<file path="config.mk">
export PLATFORM = sky130hd
export DESIGN_NAME = pwb_page_prog
export DESIGN_NICKNAME = d
export VERILOG_FILES = /design/src/rtl/pwb_pkg.sv /design/src/rtl/pwb_page_buf.sv /design/src/rtl/pwb_phase_timer.sv /design/src/rtl/pwb_cell_array.sv /design/src/rtl/pwb_page_prog.sv
export SDC_FILE = /design/constraint.sdc
export NUM_CORES = 2
export LEC_CHECK = 0
export ABC_CLOCK_PERIOD_IN_PS = 6900
export BUFFER_PORTS_ARGS = -buffer_cell sky130_fd_sc_hd__buf_4
export CAP_MARGIN = 5
export CELL_PAD_IN_SITES_DETAIL_PLACEMENT = 1
export CELL_PAD_IN_SITES_GLOBAL_PLACEMENT = 1
export CORE_UTILIZATION = 43
export CTS_BUF_LIST = sky130_fd_sc_hd__clkbuf_2 sky130_fd_sc_hd__clkbuf_4 sky130_fd_sc_hd__clkbuf_8
export DETAILED_ROUTE_END_ITERATION = 12
export PLACE_DENSITY_LB_ADDON = 0.1
export RECOVER_POWER = 25
export SKIP_CTS_REPAIR_TIMING = 1
export SYNTH_ARGS = -nofsm -noshare
export SYNTH_HDL_FRONTEND = slang
export SYNTH_SLANG_ARGS = --single-unit
</file>
<file path="constraint.sdc">
create_clock -name clk -period 6.9 [get_ports clk]
set_input_delay 0.69 -clock clk [delete_from_list [all_inputs] [get_ports clk]]
set_output_delay 0.69 -clock clk [all_outputs]
set_load 0.005 [all_outputs]
</file>
<file path="src/rtl/pwb_pkg.sv">
package pwb_pkg;
    typedef enum logic [2:0] {
        ST_IDLE,
        ST_COLLECT,
        ST_ERASE,
        ST_PROGRAM,
        ST_DONE
    } pwb_state_t;
endpackage

</file>
<file path="src/rtl/pwb_page_buf.sv">
module pwb_page_buf #(
    parameter int SLOTS = 8,
    parameter int DW    = 8
) (
    input  logic                        clk,
    input  logic                        rst_n,
    input  logic                        ld,
    input  logic [$clog2(SLOTS)-1:0]    ld_idx,
    input  logic                        clr,
    input  logic                        push,
    input  logic [DW-1:0]               din,
    input  logic [$clog2(SLOTS)-1:0]    rd_idx,
    output logic [DW-1:0]               rd_data,
    output logic                        rd_valid,
    output logic [$clog2(SLOTS+1)-1:0]  fill,
    output logic                        full
);
    localparam int IW = $clog2(SLOTS);
    localparam int CW = $clog2(SLOTS+1);

    logic [DW-1:0]    data_q [SLOTS];
    logic [SLOTS-1:0] valid_q;
    logic [IW-1:0]    ptr_q;

    assign full     = (fill == CW'(SLOTS));
    assign rd_data  = data_q[rd_idx];
    assign rd_valid = valid_q[rd_idx];

    always_ff @(posedge clk) begin
        if (!rst_n) begin
            valid_q <= '0;
            ptr_q   <= '0;
            fill    <= '0;
            for (int i = 0; i < SLOTS; i++) data_q[i] <= '0;
        end else if (ld || clr) begin
            valid_q <= '0;
            fill    <= '0;
            ptr_q   <= ld ? ld_idx : '0;
        end else if (push && !full) begin
            data_q[ptr_q]  <= din;
            valid_q[ptr_q] <= 1'b1;
            ptr_q          <= ptr_q + IW'(1);
            fill           <= fill + CW'(1);
        end
    end
endmodule

</file>
<file path="src/rtl/pwb_phase_timer.sv">
module pwb_phase_timer #(
    parameter int TW = 20
) (
    input  logic          clk,
    input  logic          rst_n,
    input  logic          run,
    input  logic [TW-1:0] limit,
    output logic          done
);
    logic [TW-1:0] cnt_q;

    assign done = run && (cnt_q == limit - TW'(1));

    always_ff @(posedge clk) begin
        if (!rst_n)          cnt_q <= '0;
        else if (!run||done) cnt_q <= '0;
        else                 cnt_q <= cnt_q + TW'(1);
    end
endmodule

</file>
<file path="src/rtl/pwb_cell_array.sv">
module pwb_cell_array #(
    parameter int AW = 8,
    parameter int DW = 8
) (
    input  logic          clk,
    input  logic          rst_n,
    input  logic          we,
    input  logic [AW-1:0] waddr,
    input  logic [DW-1:0] wdata,
    input  logic [AW-1:0] raddr,
    output logic [DW-1:0] rdata
);
    localparam int DEPTH = 1 << AW;

    logic [DW-1:0] mem_q [DEPTH];

    assign rdata = mem_q[raddr];

    always_ff @(posedge clk) begin
        if (!rst_n) begin
            for (int i = 0; i < DEPTH; i++) mem_q[i] <= '1;
        end else if (we) begin
            mem_q[waddr] <= wdata;
        end
    end
endmodule

</file>
<file path="src/rtl/pwb_page_prog.sv">
module pwb_page_prog
    import pwb_pkg::*;
#(
    parameter int AW      = 8,
    parameter int DW      = 8,
    parameter int PAGE    = 8,
    parameter int T_ERASE = 350000,
    parameter int T_PROG  = 350000
) (
    input  logic          clk,
    input  logic          rst_n,
    input  logic          addr_ld,
    input  logic [AW-1:0] addr_in,
    input  logic          byte_stb,
    input  logic [DW-1:0] byte_in,
    input  logic          stop_pls,
    input  logic          ovf_in,
    input  logic [AW-1:0] rd_addr,
    output logic          busy,
    output logic          arr_we,
    output logic [AW-1:0] arr_addr,
    output logic [DW-1:0] arr_wdata,
    output logic [DW-1:0] rd_data
);
    localparam int IW   = $clog2(PAGE);
    localparam int HW   = AW - IW;
    localparam int CW   = $clog2(PAGE + 1);
    localparam int TMAX = (T_ERASE > T_PROG) ? T_ERASE : T_PROG;
    localparam int TW   = $clog2(TMAX + 1);

    pwb_state_t    state, nstate;
    logic [HW-1:0] page_q;
    logic [IW-1:0] slot_q;
    logic          ovf_q;

    logic          open_win, ld_go, push_go, stop_col, discard, start;
    logic          t_run, t_done, last_slot;
    logic [TW-1:0] t_limit;
    logic [CW-1:0] buf_fill;
    logic          buf_full, buf_valid;
    logic [DW-1:0] buf_data;

    // Bus-side qualifiers: everything is gated off outside IDLE/COLLECT
    assign open_win  = (state == ST_IDLE) || (state == ST_COLLECT);
    assign ld_go     = addr_ld && open_win;
    assign push_go   = byte_stb && (state == ST_COLLECT);
    assign stop_col  = stop_pls && (state == ST_COLLECT);
    assign discard   = stop_col && (ovf_q || (buf_fill == '0));
    assign start     = stop_col && !discard;
    assign t_run     = (state == ST_ERASE) || (state == ST_PROGRAM);
    assign t_limit   = (state == ST_ERASE) ? TW'(T_ERASE) : TW'(T_PROG);
    assign last_slot = (slot_q == IW'(PAGE - 1));

    pwb_page_buf #(.SLOTS(PAGE), .DW(DW)) u_buf (
        .clk      (clk),
        .rst_n    (rst_n),
        .ld       (ld_go),
        .ld_idx   (addr_in[IW-1:0]),
        .clr      (discard || (state == ST_DONE)),
        .push     (push_go),
        .din      (byte_in),
        .rd_idx   (slot_q),
        .rd_data  (buf_data),
        .rd_valid (buf_valid),
        .fill     (buf_fill),
        .full     (buf_full)
    );

    pwb_phase_timer #(.TW(TW)) u_tmr (
        .clk   (clk),
        .rst_n (rst_n),
        .run   (t_run),
        .limit (t_limit),
        .done  (t_done)
    );

    pwb_cell_array #(.AW(AW), .DW(DW)) u_arr (
        .clk   (clk),
        .rst_n (rst_n),
        .we    (arr_we),
        .waddr (arr_addr),
        .wdata (arr_wdata),
        .raddr (rd_addr),
        .rdata (rd_data)
    );

    // Next-state decision
    always_comb begin
        nstate = state;
        unique case (state)
            ST_IDLE:    if (ld_go) nstate = ST_COLLECT;
            ST_COLLECT: if (stop_col) nstate = start ? ST_ERASE : ST_IDLE;
            ST_ERASE:   if (t_done) nstate = ST_PROGRAM;
            ST_PROGRAM: if (t_done && last_slot) nstate = ST_DONE;
            ST_DONE:    nstate = ST_IDLE;
            default:    nstate = ST_IDLE;
        endcase
    end

    // State register
    always_ff @(posedge clk) begin
        if (!rst_n) state <= ST_IDLE;
        else        state <= nstate;
    end

    // Transaction context: page, overflow mark, program slot
    always_ff @(posedge clk) begin
        if (!rst_n) begin
            page_q <= '0;
            ovf_q  <= 1'b0;
            slot_q <= '0;
        end else begin
            if (ld_go) page_q <= addr_in[AW-1:IW];

            if (ld_go || state == ST_IDLE)
                ovf_q <= 1'b0;
            else if (state == ST_COLLECT && (ovf_in || (push_go && buf_full)))
                ovf_q <= 1'b1;

            if (state == ST_ERASE)
                slot_q <= '0;
            else if (state == ST_PROGRAM && t_done)
                slot_q <= slot_q + IW'(1);
        end
    end

    // Outputs
    always_comb begin
        busy      = 1'b0;
        arr_we    = 1'b0;
        arr_addr  = {page_q, slot_q};
        arr_wdata = buf_data;
        unique case (state)
            ST_IDLE, ST_COLLECT: busy = 1'b0;
            ST_ERASE, ST_DONE:   busy = 1'b1;
            ST_PROGRAM: begin
                busy   = 1'b1;
                arr_we = t_done && buf_valid;
            end
            default: busy = 1'b0;
        endcase
    end
endmodule

</file>
==> flow_summary.yaml <==
timing:
  rsz0062_at_grt: "false"
  tightestPinTransition_ps: 4689
  max-slew-margin-rel_pct: -212.6
  period_share_pct: 86.88
  whs_ps: 28.37
  max_freq_mhz: 166.8
  fin_tns_setup_ps: 0
  skew_ps: 55.57
  finalCriticalPeriod_ps: 5995
  finalSetupViolations: 0
  hold_viol_final: 0
  finalMaxSlewViolations: 1408
  fin_ws_ps: 905.1
worst_setup_path:
  cp-end-kind: "flop"
  critPathKind: "reg2reg"
  cp-start-kind: "flop"
  crit_fanout: 128
  worstPathRequired_ps: 7520
  critical_path_arrival_ps: 6610
route:
  viasPerCell: 5.938
  antenna_left: 0
  vias: 60550
  drc: 0
  wl_um: 322700
  dr.pass1.iters: 5
  first_iter_violations: 6569
  wl_per_cell_um: 31.65
synth:
  synth_nets: 6825
  synth_edf_count: 2112
  synthCells: 6786
  synthFlopType: "edfxtp_1"
  yosys_warnings: 0
  netlist_area_um2: 96090
  synthArstFlopShare_pct: 0
  yosysUniqueCellTypes: 66
  yosysSeqAreaShare_pct: 67.02
  avgSynthCellArea_um2: 14.16
  ys_ff_latch: 2161
global_route:
  track_usage_pct: 28.79
  overflow: 0
  antenna_found_initial: 23
  grt_pass1_vias: 63120
  top_usage_layer: "met2"
  grt.met2_usage_pct: 45.97
  grt_pass1_wl_um: 459800
  met3_usage_pct: 4.995
  grt_max_degree: 129
  grt_use_met1_pct: 39.75
layout:
  mostFrequentLayoutCells: "nand2_1, edfxtp_1, mux4_2"
  layout.nets: 6988
  drive_gt1_share_pct: 20.36
  final_common_cell: "nand2_1"
  areaGrowthSynthToFinish_pct: 10.79
clocking:
  numCtsBuffers: 388
  cts.sinks: 2161
  tritoncts: "built"
  clockBufferDepth: 4
  cts-htree-levels: 5
  cts.clk_slew.worst_paths_ps: 50
  clk_latency_ps: 1100
  cts-root-buf: "clkbuf_8"
floorplanning:
  die_w_um: 474.7
  core_area_um2: 222100
  std_cell_rows: 173
  die_y_um: 474.7
  io_pins: 56
  initial_core_util_pct: 43.27
  dieArea_um2: 225400
power:
  p_leak_nw: 33.99
  ir_drop_mv: 0.2291
  power.density_nw_per_um2: 272.6
run:
  drv_cap: 30
run_status:
  violations: "capacitance limit, slew limit"
  outcome: "finished with violations"
placement:
  io_buffers: 55
  dp_hpwl_um: 197500
  dp_worst_setup_slack_ps: 1472
  gp_congestion: 0.8268
worst_hold_path:
  hold_class: "in2reg"
-- sequential cells by signal, indices dropped and copies added, names as in the netlist, named ones only --
name,count
slot_q,3
u_buf.fill,4
u_tmr.cnt_q,19
state,3
u_arr.mem_q,2048
u_buf.ptr_q,3
ovf_q,1
u_buf.data_q,64
page_q,5
u_buf.valid_q,8
-- critical path: stages (launching register included) --
cell	delay [ps]
dfxtp_1	400
nor4bb_1	290
and3_1	260
and4_1	420
nand3_1	320
nor2_4	170
clkbuf_2	3130
nand2_1	210
-- metal layers --
metal / wire [µm] / up-vias
li1: - / 25360
met1: 133700 / 32130
met2: 152900 / 2544
met3: 25210 / 518
met4: 10950 / 2
met5: 12 / -
-- power by group --
| part | leakage, nW | switching, mW | internal, mW |
|---|---|---|---|
| clock | 3.74 | 5.33 | 6.10 |
| combinational | 8.54 | 1.56 | 0.806 |
| sequential | 21.7 | 0.213 | 15.0 |
| total | 34.0 | 7.10 | 21.9 |
-- per-stage QoR --
| step | power (mW) | instance area, µm² | instances | util (%) |
|---|---|---|---|---|
| 6_report | 29.02 | 106500 | 10200 | 47.94 |
| 5_1_grt | 29.90 | 106400 | 10190 | 47.93 |
| 4_1_cts | 29.23 | 106700 | 10160 | 48.03 |
| 3_5_place_dp | 17.88 | 99630 | 9513 | 44.86 |
| 3_3_place_gp | 17.82 | 99630 | 9513 | 44.86 |
| 2_1_floorplan | 16.85 | 96090 | 6786 | - |
-- layout make-up --
class                      count  area [µm²]
antenna                       12       30.03
inverter                       8       30.03
sequential                  2161       64400
tap                         2975        3722
timing repair buffer         421        3221
fill                       22140      115600
clock inverter               120       581.8
clock buffer                 531        6457
multi-input combinational   3969       28020
-- kinds of logic after synthesis --
logic type / Yosys count / synth area share, %
simple gates: 2632 / 11.60
flops: 2161 / 67.02
compound gates: 701 / 4.581
buf+inv: 656 / 4.000
mux: 609 / 12.52
xor+xnor: 18 / 0.1641
fa+ha+maj: 9 / 0.1172
-- cell usage after synthesis, types with 21 or more instances --
library cell	number	area share [%]
nand2b_1	23	0.15
a211oi_1	25	0.20
edfxtp_1	2112	66
mux4_2	446	10
a22oi_1	165	1.3
dfxtp_1	49	1.0
and2_1	71	0.46
nor2_4	63	0.74
o22ai_1	32	0.21
nor2_1	143	0.56
buf_2	305	1.6
nor4_1	27	0.18
buf_4	118	0.92
nor3_1	22	0.11
nor2b_1	22	0.14
nand3_1	21	0.11
nand2_1	2161	8.4
and3_1	28	0.18
o21ai_0	277	1.4
clkbuf_1	154	0.60
o221ai_1	32	0.29
a21oi_1	88	0.46
mux2i_1	132	1.4
buf_6	33	0.39
-- final timing paths --
kind	start	to	slack, ps	cells after the start
min reg2reg	u_buf.valid_q[1]$_SDFFE_PP0P_	u_buf.valid_q[1]$_SDFFE_PP0P_	450	1
max reg2reg	u_tmr.cnt_q[14]$_SDFF_PP0_	u_arr.mem_q[111][3]$_SDFFCE_PN1P_	910	7
max	u_tmr.cnt_q[14]$_SDFF_PP0_	u_arr.mem_q[111][3]$_SDFFCE_PN1P_	910	7
min	stop_pls	state[1]$_SDFFE_PN0P_	30	4
Note: power is estimated with default switching activity, not from simulation.
